**config.mk**
```make
export PLATFORM = sky130hd
export DESIGN_NAME = flash_cmd_frontend
export DESIGN_NICKNAME = d
export VERILOG_FILES = /design/src/rtl/flash_cmd_pkg.sv /design/src/rtl/fcf_pin_sync.sv /design/src/rtl/fcf_decoder.sv /design/src/rtl/fcf_array.sv /design/src/rtl/fcf_tx.sv /design/src/rtl/flash_cmd_frontend.sv
export SDC_FILE = /design/constraint.sdc
export NUM_CORES = 1
export LEC_CHECK = 0
export BUFFER_PORTS_ARGS = -buffer_cell sky130_fd_sc_hd__clkbuf_2
export CAP_MARGIN = 15
export CELL_PAD_IN_SITES_DETAIL_PLACEMENT = 0
export CELL_PAD_IN_SITES_GLOBAL_PLACEMENT = 1
export CORE_UTILIZATION = 48
export CTS_CLUSTER_SIZE = 28
export DETAILED_ROUTE_END_ITERATION = 8
export PLACE_DENSITY_LB_ADDON = 0.2
export SETUP_SLACK_MARGIN = 0.05
export SLEW_MARGIN = 20
export SYNTH_ARGS = -nofsm -noshare
export SYNTH_HDL_FRONTEND = slang
export SYNTH_SLANG_ARGS = --single-unit
```
**constraint.sdc**
```tcl
create_clock -name clk_i -period 6.2 [get_ports clk_i]
set_input_delay 1.24 -clock clk_i [delete_from_list [all_inputs] [get_ports clk_i]]
set_output_delay 1.24 -clock clk_i [all_outputs]
set_load 0.005 [all_outputs]
```
**src/rtl/flash_cmd_pkg.sv**
```systemverilog
package flash_cmd_pkg;

  typedef enum logic [1:0] {
    PH_OPCODE  = 2'd0,
    PH_ADDR    = 2'd1,
    PH_STREAM  = 2'd2,
    PH_DISCARD = 2'd3
  } phase_e;

  typedef enum logic {
    SRC_ARRAY = 1'b0,
    SRC_IDENT = 1'b1
  } src_e;

  localparam logic [7:0] OPC_READ  = 8'h03;
  localparam logic [7:0] OPC_IDENT = 8'h9F;

  // content of the modelled array, computed per index
  function automatic logic [7:0] fill_byte(input int unsigned idx);
    return 8'((idx * 37 + 90) % 256);
  endfunction

endpackage

```
**src/rtl/fcf_pin_sync.sv**
```systemverilog
module fcf_pin_sync #(
  parameter int STAGES = 2
) (
  input  logic clk_i,
  input  logic rst_i,
  input  logic sck_i,
  input  logic cs_n_i,
  input  logic si_i,
  output logic sck_rise_o,
  output logic sck_fall_o,
  output logic cs_idle_o,
  output logic si_o
);

  logic [STAGES:0]   sck_pipe;
  logic [STAGES-1:0] cs_pipe;
  logic [STAGES-1:0] si_pipe;

  always_ff @(posedge clk_i) begin
    if (rst_i) begin
      sck_pipe <= '0;
      cs_pipe  <= '1;
      si_pipe  <= '0;
    end else begin
      sck_pipe <= {sck_pipe[STAGES-1:0], sck_i};
      cs_pipe  <= {cs_pipe[STAGES-2:0], cs_n_i};
      si_pipe  <= {si_pipe[STAGES-2:0], si_i};
    end
  end

  assign sck_rise_o = sck_pipe[STAGES-1] & ~sck_pipe[STAGES];
  assign sck_fall_o = ~sck_pipe[STAGES-1] & sck_pipe[STAGES];
  assign cs_idle_o  = cs_pipe[STAGES-1];
  assign si_o       = si_pipe[STAGES-1];

endmodule

```
**src/rtl/fcf_decoder.sv**
```systemverilog
module fcf_decoder
  import flash_cmd_pkg::*;
#(
  parameter int CMD_ADDR_W = 24,
  parameter int MAP_ADDR_W = 21,
  parameter int ARRAY_AW   = 6
) (
  input  logic                  clk_i,
  input  logic                  rst_i,
  input  logic                  cs_idle_i,
  input  logic                  sck_rise_i,
  input  logic                  si_i,
  input  logic                  byte_take_i,
  output phase_e                phase_o,
  output src_e                  src_o,
  output logic [ARRAY_AW-1:0]   rd_idx_o,
  output logic [1:0]            id_idx_o,
  output logic                  op_start_o,
  output logic                  op_abort_o,
  output logic                  op_reject_o,
  output logic [7:0]            op_code_o,
  output logic [MAP_ADDR_W-1:0] op_addr_o
);

  localparam int CNT_W = $clog2(CMD_ADDR_W);
  localparam logic [CNT_W-1:0] LAST_OPC_BIT  = CNT_W'(7);
  localparam logic [CNT_W-1:0] LAST_ADDR_BIT = CNT_W'(CMD_ADDR_W - 1);

  phase_e                  phase_q;
  src_e                    src_q;
  logic [CNT_W-1:0]        bit_cnt_q;
  logic [MAP_ADDR_W-2:0]   sh_q;
  logic [MAP_ADDR_W-1:0]   ptr_q;
  logic [1:0]              id_idx_q;
  logic [7:0]              opc_next;
  logic [MAP_ADDR_W-1:0]   addr_next;

  // upper address bits fall off the shift register and are never kept
  assign opc_next  = {sh_q[6:0], si_i};
  assign addr_next = {sh_q, si_i};

  always_ff @(posedge clk_i) begin
    if (rst_i) begin
      phase_q     <= PH_OPCODE;
      src_q       <= SRC_ARRAY;
      bit_cnt_q   <= '0;
      sh_q        <= '0;
      ptr_q       <= '0;
      id_idx_q    <= '0;
      op_start_o  <= 1'b0;
      op_abort_o  <= 1'b0;
      op_reject_o <= 1'b0;
      op_code_o   <= '0;
      op_addr_o   <= '0;
    end else begin
      op_start_o  <= 1'b0;
      op_abort_o  <= 1'b0;
      op_reject_o <= 1'b0;
      if (cs_idle_i) begin
        op_abort_o <= (phase_q == PH_OPCODE && bit_cnt_q != '0) ||
                      (phase_q == PH_ADDR);
        phase_q    <= PH_OPCODE;
        bit_cnt_q  <= '0;
        sh_q       <= '0;
      end else begin
        if (sck_rise_i) begin
          case (phase_q)
            PH_OPCODE: begin
              sh_q <= {sh_q[MAP_ADDR_W-3:0], si_i};
              if (bit_cnt_q == LAST_OPC_BIT) begin
                bit_cnt_q <= '0;
                if (opc_next == OPC_READ) begin
                  phase_q <= PH_ADDR;
                end else if (opc_next == OPC_IDENT) begin
                  phase_q    <= PH_STREAM;
                  src_q      <= SRC_IDENT;
                  id_idx_q   <= '0;
                  op_start_o <= 1'b1;
                  op_code_o  <= opc_next;
                end else begin
                  phase_q     <= PH_DISCARD;
                  op_reject_o <= 1'b1;
                end
              end else begin
                bit_cnt_q <= bit_cnt_q + 1'b1;
              end
            end
            PH_ADDR: begin
              sh_q <= {sh_q[MAP_ADDR_W-3:0], si_i};
              if (bit_cnt_q == LAST_ADDR_BIT) begin
                bit_cnt_q  <= '0;
                phase_q    <= PH_STREAM;
                src_q      <= SRC_ARRAY;
                ptr_q      <= addr_next;
                op_addr_o  <= addr_next;
                op_code_o  <= OPC_READ;
                op_start_o <= 1'b1;
              end else begin
                bit_cnt_q <= bit_cnt_q + 1'b1;
              end
            end
            default: ;
          endcase
        end
        if (byte_take_i) begin
          if (src_q == SRC_ARRAY) begin
            ptr_q <= ptr_q + 1'b1;
          end else if (id_idx_q != 2'd3) begin
            id_idx_q <= id_idx_q + 1'b1;
          end
        end
      end
    end
  end

  assign phase_o  = phase_q;
  assign src_o    = src_q;
  assign rd_idx_o = ptr_q[ARRAY_AW-1:0];
  assign id_idx_o = id_idx_q;

endmodule

```
**src/rtl/fcf_array.sv**
```systemverilog
module fcf_array
  import flash_cmd_pkg::*;
#(
  parameter int AW = 6,
  parameter int DW = 8
) (
  input  logic          clk_i,
  input  logic [AW-1:0] raddr_i,
  output logic [DW-1:0] rdata_o
);

  localparam int DEPTH = 1 << AW;

  logic [DW-1:0] mem [DEPTH];

  initial begin
    for (int i = 0; i < DEPTH; i++) begin
      mem[i] = DW'(fill_byte(i));
    end
  end

  always_ff @(posedge clk_i) begin
    rdata_o <= mem[raddr_i];
  end

endmodule

```
**src/rtl/fcf_tx.sv**
```systemverilog
module fcf_tx #(
  parameter int DW = 8
) (
  input  logic          clk_i,
  input  logic          rst_i,
  input  logic          cs_idle_i,
  input  logic          stream_en_i,
  input  logic          sck_fall_i,
  input  logic [DW-1:0] byte_i,
  output logic          byte_take_o,
  output logic          so_o,
  output logic          so_en_o
);

  localparam int CW = $clog2(DW);

  logic [CW-1:0] left_q;
  logic [DW-1:0] sr_q;

  assign byte_take_o = !cs_idle_i && stream_en_i && sck_fall_i && (left_q == '0);

  always_ff @(posedge clk_i) begin
    if (rst_i || cs_idle_i) begin
      left_q  <= '0;
      sr_q    <= '0;
      so_o    <= 1'b0;
      so_en_o <= 1'b0;
    end else if (stream_en_i && sck_fall_i) begin
      so_en_o <= 1'b1;
      if (left_q == '0) begin
        so_o   <= byte_i[DW-1];
        sr_q   <= {byte_i[DW-2:0], 1'b0};
        left_q <= CW'(DW - 1);
      end else begin
        so_o   <= sr_q[DW-1];
        sr_q   <= {sr_q[DW-2:0], 1'b0};
        left_q <= left_q - 1'b1;
      end
    end
  end

endmodule

```
**src/rtl/flash_cmd_frontend.sv**
```systemverilog
module flash_cmd_frontend
  import flash_cmd_pkg::*;
#(
  parameter int          ARRAY_AW    = 6,
  parameter int          SYNC_STAGES = 2,
  parameter int          CMD_ADDR_W  = 24,
  parameter int          MAP_ADDR_W  = 21,
  parameter logic [23:0] ID_WORD     = 24'hA53C0F
) (
  input  logic                  clk_i,
  input  logic                  rst_i,
  input  logic                  cs_n_i,
  input  logic                  sck_i,
  input  logic                  si_i,
  output logic                  so_o,
  output logic                  so_en_o,
  output logic                  op_start_o,
  output logic                  op_abort_o,
  output logic                  op_reject_o,
  output logic [7:0]            op_code_o,
  output logic [MAP_ADDR_W-1:0] op_addr_o
);

  localparam int DW = 8;

  logic                sck_rise, sck_fall, cs_idle, si_s;
  logic                byte_take;
  phase_e              phase;
  src_e                src;
  logic [ARRAY_AW-1:0] rd_idx;
  logic [1:0]          id_idx;
  logic [DW-1:0]       arr_byte;
  logic [DW-1:0]       id_byte;
  logic [DW-1:0]       out_byte;

  fcf_pin_sync #(.STAGES(SYNC_STAGES)) u_sync (
    .clk_i      (clk_i),
    .rst_i      (rst_i),
    .sck_i      (sck_i),
    .cs_n_i     (cs_n_i),
    .si_i       (si_i),
    .sck_rise_o (sck_rise),
    .sck_fall_o (sck_fall),
    .cs_idle_o  (cs_idle),
    .si_o       (si_s)
  );

  fcf_decoder #(
    .CMD_ADDR_W (CMD_ADDR_W),
    .MAP_ADDR_W (MAP_ADDR_W),
    .ARRAY_AW   (ARRAY_AW)
  ) u_dec (
    .clk_i       (clk_i),
    .rst_i       (rst_i),
    .cs_idle_i   (cs_idle),
    .sck_rise_i  (sck_rise),
    .si_i        (si_s),
    .byte_take_i (byte_take),
    .phase_o     (phase),
    .src_o       (src),
    .rd_idx_o    (rd_idx),
    .id_idx_o    (id_idx),
    .op_start_o  (op_start_o),
    .op_abort_o  (op_abort_o),
    .op_reject_o (op_reject_o),
    .op_code_o   (op_code_o),
    .op_addr_o   (op_addr_o)
  );

  fcf_array #(.AW(ARRAY_AW), .DW(DW)) u_arr (
    .clk_i   (clk_i),
    .raddr_i (rd_idx),
    .rdata_o (arr_byte)
  );

  always_comb begin
    case (id_idx)
      2'd0:    id_byte = ID_WORD[23:16];
      2'd1:    id_byte = ID_WORD[15:8];
      2'd2:    id_byte = ID_WORD[7:0];
      default: id_byte = '0;
    endcase
  end

  assign out_byte = (src == SRC_IDENT) ? id_byte : arr_byte;

  fcf_tx #(.DW(DW)) u_tx (
    .clk_i       (clk_i),
    .rst_i       (rst_i),
    .cs_idle_i   (cs_idle),
    .stream_en_i (phase == PH_STREAM),
    .sck_fall_i  (sck_fall),
    .byte_i      (out_byte),
    .byte_take_o (byte_take),
    .so_o        (so_o),
    .so_en_o     (so_en_o)
  );

endmodule

```
==> flow_metrics.tcl <==
set metrics [dict create \
    path_buf_inv 0 \
    critPathLaunchType "flop" \
    total_power_mw 1.01 \
    ctsResizeCount 0 \
    cts_setup_buffers 0 \
    hp-start "u_sync.cs_pipe[0]" \
    placement.cell_area_um2 4450 \
    top_layer_used "met4" \
    grt_pass1_wl_um 14600 \
    cp_cell_sequence "or3b_1, nor4_2, nand2b_1, nand2_1, a21oi_1" \
    grt_overflow 0 \
    yosysMostFrequentCell "nand2_1" \
    worst_path_largest_cell_delay_ps 790 \
    final_max_slew_viol_count 0 \
    seq_area_frac_synth_pct 44.7 \
    tightest_slew_ps 1050 \
    ff2ff_path_depth 5 \
    setup_viol 0 \
    ys.flop_type "dfxtp_1" \
    nets 551 \
    end_kind "flop" \
    wl_per_cell_um 13.5 \
    syn_to_final_growth_pct 8.67 \
    cts.sinks 95 \
    fmax_mhz 351 \
    fin_util_pct 55.2 \
    yosys_warnings 0 \
    cts_buffer_depth 2 \
    synth-edff-count 0 \
    fp-row-count 33 \
    ios 39 \
    wl_met2_um 3950 \
    clock_skew_ps 13.1 \
    met3_length_um 309 \
    antenna_left 0 \
    hold_depth 1 \
    cts-buffers-inserted 9 \
    portBuffers 38 \
    grt_pass1_vias 3064 \
    slowest_stage "or3b_1" \
    die_w_um 96.2 \
    fp.dieArea_um2 9250 \
    min_to "u_sync.cs_pipe[1]" \
    synth_area_leader_cell "dfxtp_1" \
    yosys-top-cells-area "dfxtp_1 45%, nand2_1 9.4%, a21oi_1 7.5%" \
    hold_viol 0 \
    powerDensity_nw_per_um2 219 \
    wl_um 8660 \
    drc 0 \
    syn-cell-area_um2 4260 \
    synthCells 515 \
    grt_antenna_before_repair 0 \
    gp_congestion 0.793 \
    finish.instance_area_um2 4630 \
    synth_top_area_share_pct 44.7 \
    core-area_um2 8380 \
    slew_headroom_pct 29.7 \
    synthArstFlopShare_pct 0 \
    regToRegSetupSlack_ps 3350 \
    first_pass_iters 4 \
    cp_max_fo 27 \
    hpwl_um 5790 \
    diodes 0 \
    ys_ff_latch 95 \
    outcome "finished clean" \
    worstSetupPathType "flop to flop" \
    grt_max_degree 43 \
    cts_tree "yes" \
    min_path_type "flop to flop" \
    irDropWorstVdd_uv 136 \
    timing.setup.tns_ps 0 \
    drv_cap 0 \
    period_needed_ps 2850 \
    hold_buffers 0 \
    start_util_pct 50.8 \
    critical_path_required_ps 6420 \
    yosys-top-cells-count "107 x nand2_1, 95 x dfxtp_1, 64 x a21oi_1, 43 x nor2_1, 28 x clkbuf_1" \
    via_count 3483 \
    die_h_um 96.2 \
    reg2reg_from "u_dec.phase_o[1]" \
    min_period_over_period_pct 46.0 \
    m1WireLength_um 4340 \
    grt_setup_unrepaired "no" \
    leakagePower_nw 1.58 \
    arrival_ps 3070 \
    path_delay_family "simple AND/OR/NAND/NOR gates" \
    root_buffer "clkbuf_8" \
    syn_avg_cell_area_um2 8.27 \
    drt-initial-drc-count 110 \
    drive_above_1_share_pct 12.7 \
    grt_usage_pct 20.5 \
    cts.clk_slew.worst_paths_ps 100 \
    synth.net_count 536 \
    reg2reg_to "u_dec.op_addr_o[2]" \
    vias_per_cell 5.44 \
    clkLatencyLatePin_ps 370 \
    cts_max_level 3 \
    synth_cell_types 54 \
]
## worst register-to-register path: stages, from the launching register on
cell and delay (ps):
dfxtp_1 380, or3b_1 800, nor4_2 610, nand2b_1 610
nand2_1 230, a21oi_1 90
## cell type report
type,count,area (um^2)
sequential,95,1900
inverter,14,52.6
multi-input combinational,370,2150
clock inverter,6,55.1
fill,821,3750
tap,105,131
timing repair buffer,40,205
clock buffer,10,128
## metrics by stage
| step | worst slack, ps | hold slack [ps] | cells |
|---|---|---|---|
| 4_1_cts | 3320 | 430 | 640 |
| 3_5_place_dp | 3120 | 403 | 624 |
| 6_report | 3350 | 433 | 640 |
| 2_1_floorplan | 3990 | 389 | 515 |
| 5_1_grt | 3080 | 461 | 640 |
| 3_3_place_gp | 3160 | 392 | 624 |
## report_power, final
group | total (mW) | switching [mW] | internal [mW]
Sequential | 0.615 | 0.00316 | 0.612
Combinational | 0.0178 | 0.0130 | 0.00486
Clock | 0.381 | 0.229 | 0.153
## state kept, by name, indices dropped and copies added (netlist names), 2 cells and up
signal,flops
u_arr.rdata_o,8
u_dec.op_addr_o,21
u_dec.sh_q,20
u_sync.sck_pipe,3
u_dec.phase_o,2
u_tx.left_q,3
u_sync.cs_pipe,2
u_dec.bit_cnt_q,5
u_tx.sr_q,7
u_sync.si_pipe,2
u_dec.ptr_q,6
u_dec.id_idx_o,2
u_dec.op_code_o,8
## layer usage
layer / GRT usage (%) / vias to the layer above
li1: - / 1790
met1: 27.9 / 1631
met2: 32.0 / 53
met3: 4.03 / 9
met4: 7.46 / 0
met5: 0 / -
## how the worst max path moves through the flow
| stage | end | startpoint | depth (start not counted) | slack [ps] |
|---|---|---|---|---|
| final | u_dec.op_addr_o[2] | u_dec.phase_o[1] | 5 | 3350 |
| after floorplan | u_dec.sh_q[10] | rst_i | 5 | 3990 |
| after global routing | u_dec.op_addr_o[3] | u_dec.phase_o[1] | 5 | 3080 |
| after global placement | u_dec.ptr_q[2] | rst_i | 4 | 3160 |
| after detailed placement | u_dec.ptr_q[2] | rst_i | 4 | 3120 |
| after CTS | u_dec.op_addr_o[10] | u_dec.phase_o[1] | 5 | 3320 |
## logic make-up after synthesis
logic type	after synthesis	synth area share, %
multiplexers	13	3.38
flip-flops	95	44.7
XOR/XNOR	7	1.44
AND/OR/NAND/NOR	208	22.5
adder cells (fa/ha/maj)	16	4.70
AO/OA/AOI/OAI	126	18.4
buffers and inverters	50	4.88
## placed cells by master, fill, tap and decap left out, types with 6 or more instances in the layout
cell type	instances
a211oi_1	10
a21oi_1	64
a31oi_1	6
clkbuf_2	38
clkbuf_8	9
dfxtp_1	95
ha_1	16
inv_1	13
mux2i_1	11
nand2_1	107
nor2_1	43
nor2b_1	11
nor3_1	9
o21a_1	6
o21ai_0	11
Note: power is estimated with default switching activity, not from simulation.
